$ cat config.mk
export PLATFORM = sky130hd
export DESIGN_NAME = cfg_bar_target
export DESIGN_NICKNAME = d
export VERILOG_FILES = /design/src/rtl/cfgt_pkg.sv /design/src/rtl/cfgt_ctrl.sv /design/src/rtl/cfgt_datapath.sv /design/src/rtl/cfg_bar_target.sv
export SDC_FILE = /design/constraint.sdc
export NUM_CORES = 1
export LEC_CHECK = 0
export ABC_AREA = 1
export ABC_CLOCK_PERIOD_IN_PS = 1400
export CAP_MARGIN = 5
export CORE_MARGIN = 2
export CORE_UTILIZATION = 35
export CTS_CLUSTER_DIAMETER = 60
export CTS_CLUSTER_SIZE = 24
export DETAILED_ROUTE_END_ITERATION = 10
export GPL_TIMING_DRIVEN = 0
export PLACE_DENSITY = 0.68
export REMOVE_ABC_BUFFERS = 1
export SYNTH_ARGS = -nofsm -noshare
export SYNTH_HDL_FRONTEND = slang
export SYNTH_SLANG_ARGS = --single-unit
$ cat constraint.sdc
create_clock -name clk -period 1.4 [get_ports clk]
set_input_delay 0.28 -clock clk [delete_from_list [all_inputs] [get_ports clk]]
set_output_delay 0.28 -clock clk [all_outputs]
set_load 0.02 [all_outputs]
$ cat src/rtl/cfgt_pkg.sv
package cfgt_pkg;

  localparam int NUM_BARS = 2;

  localparam int IDX_ID    = 0;
  localparam int IDX_CMD   = 1;
  localparam int IDX_CLASS = 2;
  localparam int IDX_BAR0  = 4;
  localparam int IDX_BAR1  = 5;

  localparam logic [15:0] CMD_WRITABLE = 16'h0006;

  typedef enum logic [2:0] {
    SEL_ID,
    SEL_CMD,
    SEL_CLASS,
    SEL_BAR0,
    SEL_BAR1,
    SEL_ZERO,
    SEL_ONES
  } rdSel_t;

  typedef struct packed {
    logic                accept;
    logic                isRead;
    logic                wrCmd;
    logic [NUM_BARS-1:0] wrBar;
    logic [3:0]          byteEn;
    rdSel_t              rdSel;
  } cfgStrobe_t;

endpackage

$ cat src/rtl/cfgt_ctrl.sv
module cfgt_ctrl
  import cfgt_pkg::*;
#(
  parameter int FUNC_W   = 3,
  parameter int REG_W    = 6,
  parameter int FUNC_NUM = 0
) (
  input  logic              clk,
  input  logic              rstN,
  input  logic              cfgValid,
  input  logic              cfgWrite,
  input  logic [FUNC_W-1:0] cfgFunc,
  input  logic [REG_W-1:0]  cfgReg,
  input  logic [3:0]        cfgByteEn,
  output cfgStrobe_t        strobe,
  output logic              cfgAck
);

  logic ours;
  logic doWrite;
  logic ackQ;

  assign ours    = (cfgFunc == FUNC_W'(FUNC_NUM));
  assign doWrite = cfgValid && cfgWrite && ours;

  always_comb begin
    strobe        = '0;
    strobe.accept = cfgValid;
    strobe.isRead = cfgValid && !cfgWrite;
    strobe.byteEn = cfgByteEn;
    strobe.wrCmd  = doWrite && (cfgReg == REG_W'(IDX_CMD));
    strobe.wrBar[0] = doWrite && (cfgReg == REG_W'(IDX_BAR0));
    strobe.wrBar[1] = doWrite && (cfgReg == REG_W'(IDX_BAR1));
    if (!ours)                             strobe.rdSel = SEL_ONES;
    else if (cfgReg == REG_W'(IDX_ID))     strobe.rdSel = SEL_ID;
    else if (cfgReg == REG_W'(IDX_CMD))    strobe.rdSel = SEL_CMD;
    else if (cfgReg == REG_W'(IDX_CLASS))  strobe.rdSel = SEL_CLASS;
    else if (cfgReg == REG_W'(IDX_BAR0))   strobe.rdSel = SEL_BAR0;
    else if (cfgReg == REG_W'(IDX_BAR1))   strobe.rdSel = SEL_BAR1;
    else                                   strobe.rdSel = SEL_ZERO;
  end

  always_ff @(posedge clk) begin
    if (!rstN) ackQ <= 1'b0;
    else       ackQ <= cfgValid;
  end

  assign cfgAck = ackQ;

endmodule

$ cat src/rtl/cfgt_datapath.sv
module cfgt_datapath
  import cfgt_pkg::*;
#(
  parameter logic [15:0] VENDOR_ID   = 16'hC0DE,
  parameter logic [15:0] DEVICE_ID   = 16'h4A21,
  parameter logic [23:0] CLASS_CODE  = 24'h020000,
  parameter logic [7:0]  REVISION_ID = 8'h03,
  parameter int          BAR0_LOG2   = 12,
  parameter int          BAR1_LOG2   = 16,
  localparam int         IDX_W       = $clog2(NUM_BARS)
) (
  input  logic             clk,
  input  logic             rstN,
  input  cfgStrobe_t       strobe,
  input  logic [31:0]      cfgWdata,
  output logic [31:0]      cfgRdata,
  input  logic             memValid,
  input  logic [31:0]      memAddr,
  output logic             memHit,
  output logic [IDX_W-1:0] memBarIdx,
  output logic [31:0]      memOffset,
  output logic             memEnable
);

  function automatic logic [31:0] mergeBytes(input logic [31:0] oldVal,
                                             input logic [31:0] newVal,
                                             input logic [3:0]  be);
    logic [31:0] res;
    res = oldVal;
    for (int b = 0; b < 4; b++)
      if (be[b]) res[b*8 +: 8] = newVal[b*8 +: 8];
    return res;
  endfunction

  // command register
  logic [15:0] cmdQ;
  logic [31:0] cmdNext;

  assign cmdNext = mergeBytes({16'h0000, cmdQ}, cfgWdata, strobe.byteEn);

  always_ff @(posedge clk) begin
    if (!rstN)             cmdQ <= '0;
    else if (strobe.wrCmd) cmdQ <= cmdNext[15:0] & CMD_WRITABLE;
  end

  assign memEnable = cmdQ[1];

  // base address registers and per-window compare
  logic [NUM_BARS-1:0][31:0] barVal;
  logic [NUM_BARS-1:0]       hitVec;
  logic [NUM_BARS-1:0][31:0] offVec;

  for (genvar i = 0; i < NUM_BARS; i++) begin : g_bar
    localparam int          LOG2 = (i == 0) ? BAR0_LOG2 : BAR1_LOG2;
    localparam logic [31:0] KEEP = ~((32'd1 << LOG2) - 32'd1);
    logic [31:0] barQ;
    logic [31:0] barNext;

    assign barNext = mergeBytes(barQ, cfgWdata, strobe.byteEn) & KEEP;

    always_ff @(posedge clk) begin
      if (!rstN)                barQ <= '0;
      else if (strobe.wrBar[i]) barQ <= barNext;
    end

    assign barVal[i] = barQ;
    assign hitVec[i] = ((memAddr & KEEP) == barQ);
    assign offVec[i] = memAddr & ~KEEP;
  end

  // priority select: lowest index wins
  logic             selHit;
  logic [IDX_W-1:0] selIdx;
  logic [31:0]      selOff;

  always_comb begin
    selHit = 1'b0;
    selIdx = '0;
    selOff = '0;
    for (int i = NUM_BARS - 1; i >= 0; i--) begin
      if (hitVec[i]) begin
        selHit = 1'b1;
        selIdx = IDX_W'(i);
        selOff = offVec[i];
      end
    end
  end

  logic             hitQ;
  logic [IDX_W-1:0] idxQ;
  logic [31:0]      offQ;
  logic             hitNow;

  assign hitNow = memValid && memEnable && selHit;

  always_ff @(posedge clk) begin
    if (!rstN) begin
      hitQ <= 1'b0;
      idxQ <= '0;
      offQ <= '0;
    end else begin
      hitQ <= hitNow;
      idxQ <= hitNow ? selIdx : '0;
      offQ <= hitNow ? selOff : '0;
    end
  end

  assign memHit    = hitQ;
  assign memBarIdx = idxQ;
  assign memOffset = offQ;

  // configuration read path
  logic [31:0] rdMux;
  logic [31:0] rdataQ;

  always_comb begin
    case (strobe.rdSel)
      SEL_ID:    rdMux = {DEVICE_ID, VENDOR_ID};
      SEL_CMD:   rdMux = {16'h0000, cmdQ};
      SEL_CLASS: rdMux = {CLASS_CODE, REVISION_ID};
      SEL_BAR0:  rdMux = barVal[0];
      SEL_BAR1:  rdMux = barVal[1];
      SEL_ONES:  rdMux = '1;
      default:   rdMux = '0;
    endcase
  end

  always_ff @(posedge clk) begin
    if (!rstN)              rdataQ <= '0;
    else if (strobe.accept) rdataQ <= strobe.isRead ? rdMux : '0;
  end

  assign cfgRdata = rdataQ;

endmodule

$ cat src/rtl/cfg_bar_target.sv
module cfg_bar_target
  import cfgt_pkg::*;
#(
  parameter int          FUNC_W      = 3,
  parameter int          REG_W       = 6,
  parameter int          FUNC_NUM    = 0,
  parameter logic [15:0] VENDOR_ID   = 16'hC0DE,
  parameter logic [15:0] DEVICE_ID   = 16'h4A21,
  parameter logic [23:0] CLASS_CODE  = 24'h020000,
  parameter logic [7:0]  REVISION_ID = 8'h03,
  parameter int          BAR0_LOG2   = 12,
  parameter int          BAR1_LOG2   = 16
) (
  input  logic              clk,
  input  logic              rstN,
  input  logic              cfgValid,
  input  logic              cfgWrite,
  input  logic [FUNC_W-1:0] cfgFunc,
  input  logic [REG_W-1:0]  cfgReg,
  input  logic [3:0]        cfgByteEn,
  input  logic [31:0]       cfgWdata,
  output logic              cfgAck,
  output logic [31:0]       cfgRdata,
  input  logic              memValid,
  input  logic [31:0]       memAddr,
  output logic              memHit,
  output logic [0:0]        memBarIdx,
  output logic [31:0]       memOffset
);

  cfgStrobe_t strobe;
  logic       memEnable;

  cfgt_ctrl #(
    .FUNC_W(FUNC_W), .REG_W(REG_W), .FUNC_NUM(FUNC_NUM)
  ) u_ctrl (
    .clk(clk), .rstN(rstN), .cfgValid(cfgValid), .cfgWrite(cfgWrite),
    .cfgFunc(cfgFunc), .cfgReg(cfgReg), .cfgByteEn(cfgByteEn),
    .strobe(strobe), .cfgAck(cfgAck)
  );

  cfgt_datapath #(
    .VENDOR_ID(VENDOR_ID), .DEVICE_ID(DEVICE_ID), .CLASS_CODE(CLASS_CODE),
    .REVISION_ID(REVISION_ID), .BAR0_LOG2(BAR0_LOG2), .BAR1_LOG2(BAR1_LOG2)
  ) u_dp (
    .clk(clk), .rstN(rstN), .strobe(strobe), .cfgWdata(cfgWdata),
    .cfgRdata(cfgRdata), .memValid(memValid), .memAddr(memAddr),
    .memHit(memHit), .memBarIdx(memBarIdx), .memOffset(memOffset),
    .memEnable(memEnable)
  );

endmodule

; Yosys cells after proc, flatten, opt, wreduce, memory -nomap -nowiden
; Cells that the tools add are included.
[totals]
register_bits = 105
in_bits = 82
output_inout_bits = 67
[op_classes]
eq_ne = 11
muxes = 12
bitwise = 3
n_reduce_logical = 21
[ops]
columns = cell, count
row1 = 32-bit one-hot mux with 6 select lines, 1
row2 = 32-bit two-way mux, 1
row3 = 12-bit two-way mux, 2
row4 = 20-bit == test, 1
row5 = 16-bit == test, 1
row6 = 3-bit two-way mux, 5
row7 = 2-bit AND reduction, 7
row8 = 6-bit by 3-bit == test with 1-bit output (second input constant), 2
row9 = 1-bit logical AND, 8
row10 = 3-bit by 2-bit == test with 1-bit output (second input constant), 2
row11 = 3-bit == test (second input constant), 2
row12 = 6-bit by 1-bit == test with 1-bit output (second input constant), 1
row13 = 6-bit by 2-bit == test with 1-bit output (second input constant), 1
row14 = 3-bit logical NOT, 2
row15 = 6-bit logical NOT, 1
row16 = 4-bit OR reduction, 1
row17 = 3-bit by 1-bit == test with 1-bit output (second input constant), 1
row18 = 1-bit two-way mux, 3
row19 = 1-bit inverter, 3
row20 = 3-bit OR reduction, 1
row21 = 1-bit logical NOT, 1

; Longest topological paths before layout
[logic_depth]
depth_word = 10
ltp_mapped = 12

; Cells and area by module
; A second synthesis with hierarchy kept.
[hier_totals]
cells_unflattened = 567
area_unflattened_um2 = 3958.8
[modules_own_cells]
columns = module, n_inst, cells_per_inst, area_per_inst_um2, seq_area_each_um2
row1 = cfgt_datapath, 1, 531, 3749.8, 1621.6
row2 = cfgt_ctrl, 1, 36, 209.0, 20.0

; Worst setup path after synthesis
; OpenSTA, ideal clock, no wires.
[synth_timing]
path_type = input to register
startpoint = input cfgFunc[1]
endpoint = register u_dp.g_bar[1].barQ[18]
arrival_time_ns = 1.317
setup_slack_ns = -0.045
stages = 7
n_path_buf = 1
path_cell_list = nor3_4 nand3_1 inv_1 nand3_1 clkbuf_1 o21ai_0 a21oi_1
[synth_between]
elab_chain_cells = 4
[synth_lines]
columns = element, line
row1 = "start, declared", cfg_bar_target.sv:18  ; input logic [FUNC_W-1:0] cfgFunc,
row2 = 3-bit logical NOT, cfgt_ctrl.sv:23  ; assign ours = (cfgFunc == FUNC_W'(FUNC_NUM));
row3 = 1-bit logical AND, cfgt_ctrl.sv:24  ; assign doWrite = cfgValid && cfgWrite && ours;
row4 = 1-bit logical AND, cfgt_ctrl.sv:33  ; strobe.wrBar[1] = doWrite && (cfgReg == REG_W'(IDX_BAR1));
row5 = 2-bit AND reduction (no line), -
row6 = "end signal, assigned", cfgt_datapath.sv:63  ; else if (strobe.wrBar[i]) barQ <= barNext;
row7 = "end, declared", cfgt_datapath.sv:56  ; logic [31:0] barQ;
; No other way between the ends.
; A chain may end at the register's enable or synchronous reset.

; Final worst setup path
[layout_timing]
startpoint = register u_dp.g_bar[0].barQ[22]
endpoint = register u_dp.offQ[9] (netlist: u_dp.memOffset[9])
[layout_between]
elab_chain_cells = 4
word_cells_on_any_way = 5
classes_between = eq/ne (1) / mux (2) / reduce/logical (2)
[layout_lines]
columns = element, line
row1 = "start, declared", cfgt_datapath.sv:56
row2 = "start signal, assigned", cfgt_datapath.sv:63
row3 = 20-bit == test (*), cfgt_datapath.sv:67  ; assign hitVec[i] = ((memAddr & KEEP) == barQ);
row4 = 1-bit two-way mux, cfgt_datapath.sv:81  ; if (hitVec[i]) begin
row5 = 1-bit logical AND, cfgt_datapath.sv:94  ; assign hitNow = memValid && memEnable && selHit;
row6 = 2-bit AND reduction (no line), -
row7 = "end signal, assigned", cfgt_datapath.sv:104  ; offQ <= hitNow ? selOff : '0;
row8 = "end, declared", cfgt_datapath.sv:91  ; logic [31:0] offQ;
; Mark *: on every way between the ends. The rest lies on a longest branch, timed or not.

==> results by group <==
Status
  – Status: finished, violations left
  – Violated checks: setup timing

Setup path
  – Slowest cell on the critical path: dfxtp_2
  – Worst-path cell chain: inv_2 > or2_2 > nand4_1 > nor3_2 > nand4_1 > buf_6 > a21oi_2
  – Arr. time, crit path: 1850 ps
  – R2R depth: 7
  – Critical Path Most Common Cell: nand4_1
  – Reg-to-reg critical path endpoint: u_dp.memOffset[9]
  – CP max stage delay: about 340 ps
  – WP data required: around 1700 ps
  – Crit path max fanout: 7
  – Reg2reg start: u_dp.g_bar[0].barQ[22]
  – CP Class: flop to flop
  – Worst reg-to-reg setup slack: -160 ps
  – Startpoint types: flop
  – Worst Setup End Kind: flop

Worst hold path
  – Hold depth: 3
  – Hold endpoint: u_ctrl.cfgAck
  – Hold path startpoint: cfgValid
  – Worst min-delay path class: input port to flop

Detailed routing
  – Vias/cell: about 5.1
  – Post-route ant nets: 0
  – First-pass DRT Iterations: 5
  – DR WL met3: ~1.3 mm
  – Met2 WL: around 7 mm
  – Drt total wl: approximately 14 mm
  – Highest Signal Layer: met4
  – Via count: between 4k and 5k
  – Met1 WL: approximately 5.5 mm
  – # DRC: 0
  – Initial DRC Count: approximately 350
  – Avg WL per Cell: 16.77 µm

Logic synthesis
  – Synth cell types: 32
  – Syn. warnings: 0
  – Post-synth top cells: nand2_1 (98), dfxtp_1 (82), inv_1 (65), a21oi_1 (63), nor2_1 (48)
  – Largest cells by area after synthesis: dfxtp_1 (42%), nand2_1 (9.5%), a21oi_1 (8.1%), inv_1 (6.3%), o21ai_0 (5.8%)
  – Sequential fraction of the synthesis area: a little over two fifths
  – Post-synth ARST share: 0%
  – Flops & latches, synth: roughly 80
  – Syn Inst Count: ~540
  – Syn_area_per_cell: around 7 µm²
  – Predominant post-synthesis flop cell: dfxtp_1
  – Top-count cell post-synth: nand2_1
  – Netlist area before placement: just under 4000 µm²
  – Area leader, netlist: dfxtp_1
  – Post-synth EDFFs: 0
  – Synth top area share: 42.40%

CTS
  – CTS max path bufs: 2
  – Skew-Pair Late Insertion Delay: 360 ps
  – Inserted Clock Buffers: 9
  – CTS tree: yes
  – Worst-path clk slew: 100 ps
  – Clk root buf: clkbuf_8
  – TritonCTS Sinks: ~80
  – CTS HTree Levels: 3

STA
  – Achievable Freq: 641.3 MHz
  – Slew margin rel.: between 40% and 50%
  – RSZ-0062 raised after global routing: true
  – Final worst path period need: 1559 ps
  – Fin. max-slew vios: 0
  – # setup viols final: 18
  – Measured slew at the worst slew-check pin: about 850 ps
  – Period utilization: 111.4%
  – Setup Skew: 11.10 ps
  – Final setup margin: -159.3 ps
  – Fin. Hold Viols: 0

Finish
  – Final cell count without fillers: around 830
  – Fill count: 986
  – Layout cell share with drive strength beyond 1: between 20% and 30%
  – Multi-input logic area: about 2200 µm²
  – FF+latch area: approximately 1700 µm²
  – N_diodes: 0
  – Nets: 770
  – Synthesis-to-finish area growth: 53.33%

Placed design
  – Post-DP HPWL: approximately 8.0 mm
  – Pre-CTS setup slack: -1965 ps
  – Final GP Congestion: 0.8380
  – IO Port Bufs: roughly 120
  – Placed insts: 776

Power and ir drop
  – VDD IR max: roughly 0.45 mV
  – Leak: approximately 0.0026 µW
  – Cell area power density: between 800 and 900 nW/µm²

Global routing
  – First-pass GRT wire length: around 20 mm
  – GRT Total Usage: around 22%
  – Initial antenna violation count: 0
  – Vias in the first global route: 4,074
  – Largest net degree at the start of global routing: 42
  – Remaining global-route overflow: 0

Floorplan
  – Die height: 109.2 µm
  – Core area: around 11,000 µm²
  – Die ar.: 11,920 µm²
  – Row cnt: 38
  – # IOs: around 150
  – Initial core utilization: a little over a third
  – Die extent in x: roughly 110 µm

Job
  – Max-cap violations: 0
## timing repair
| action | CTS | global route |
|---|---|---|
| buffers inserted | 20 | 10 |
| endpoints found under the setup margin | 133 | 87 |
| pin swaps | 24 | 26 |
| gates cloned | 7 | 4 |
| hold buffers | 0 | 0 |
| resized for setup | 221 | 65 |
## routing by layer
layer | vias up | GRT usage (%)
met3 | 29 | 4.543
met5 | - | 0
li1 | 2034 | -
met4 | 0 | 8.047
met1 | 2003 | 27.47
met2 | 218 | 38.73
## how the worst max path moves through the flow
| stage | end | cells after the start | from | slack, ps |
|---|---|---|---|---|
| finish | u_dp.memOffset[9] | 7 | u_dp.g_bar[0].barQ[22] | -160 |
| global route | u_dp.memOffset[9] | 8 | u_dp.g_bar[0].barQ[27] | -250 |
| global placement | u_dp.cfgRdata[25] | 6 | cfgValid | -2260 |
| CTS | u_dp.memOffset[2] | 7 | u_dp.g_bar[0].barQ[22] | -80 |
| detailed placement | u_dp.g_bar[1].barQ[24] | 7 | cfgFunc[1] | -1960 |
| floorplan | u_dp.cfgRdata[25] | 5 | cfgValid | -640 |
## metrics by stage
step           setup TNS, ps  total power (µW)  area [µm²]  util [%]  hold WS, ps
4_1_cts                -1466              5107        5817     53.90        353.8
2_1_floorplan         -32480              2747        3657         -        373.5
3_3_place_gp         -146900              3148        5054     46.82        457.1
6_report               -2056              5129        5936     55.00        267.0
5_1_grt                -3421              5331        5936     55.00        267.5
3_5_place_dp         -137700              3161        5071     46.99        458.0
## final cells by class
cell class / count / share of cell area (%)
Tap cell: 140 / 2.951
Timing Repair Buffer: 156 / 23.99
Multi-Input combinational cell: 370 / 36.55
Clock buffer: 9 / 2.087
Clock inverter: 7 / 1.686
Sequential cell: 82 / 27.80
Timing Repair inverter: 2 / 0.2319
Inverter: 67 / 4.701
## power by group
| part | internal [µW] | switching (µW) |
|---|---|---|
| Combinational | 343 | 452 |
| Sequential | 2370 | 21.9 |
| Clock | 1020 | 923 |
## flip-flops by register name (all words and copies together), names as in the netlist
name and flops:
u_ctrl.cfgAck 1, u_dp.cmdQ 2, u_dp.memBarIdx 1, u_dp.memOffset 16, u_dp.g_bar.barQ 36, u_dp.memHit 1
u_dp.cfgRdata 25
## worst max-delay path: cells and delay by family, from the launching register on
family	cells	cell delay, ps
AND/OR/NAND/NOR	4	750
buffers and inverters	2	280
flip-flops	1	340
AO/OA/AOI/OAI	1	120
## placed cells by master (no fill, tap or decap), drive strengths merged, types with 35 or more instances in the layout
cell type	count
nand3	35
dlygate4sd2	55
a21oi	63
buf	40
clkdlybuf4s50	46
o21ai	45
nand2	101
inv	67
dfxtp	82
nor2	51
## logic make-up after synthesis
family                    share of synthesized area, %
other                                          0.09687
DFF                                              42.40
buffers and inverters                            13.51
and+or+nand+nor                                  24.24
AOI/OAI and AO/OA                                15.45
xor gates and xnor gates                         4.299
No activity file was read; power rests on OpenSTA's default activity.
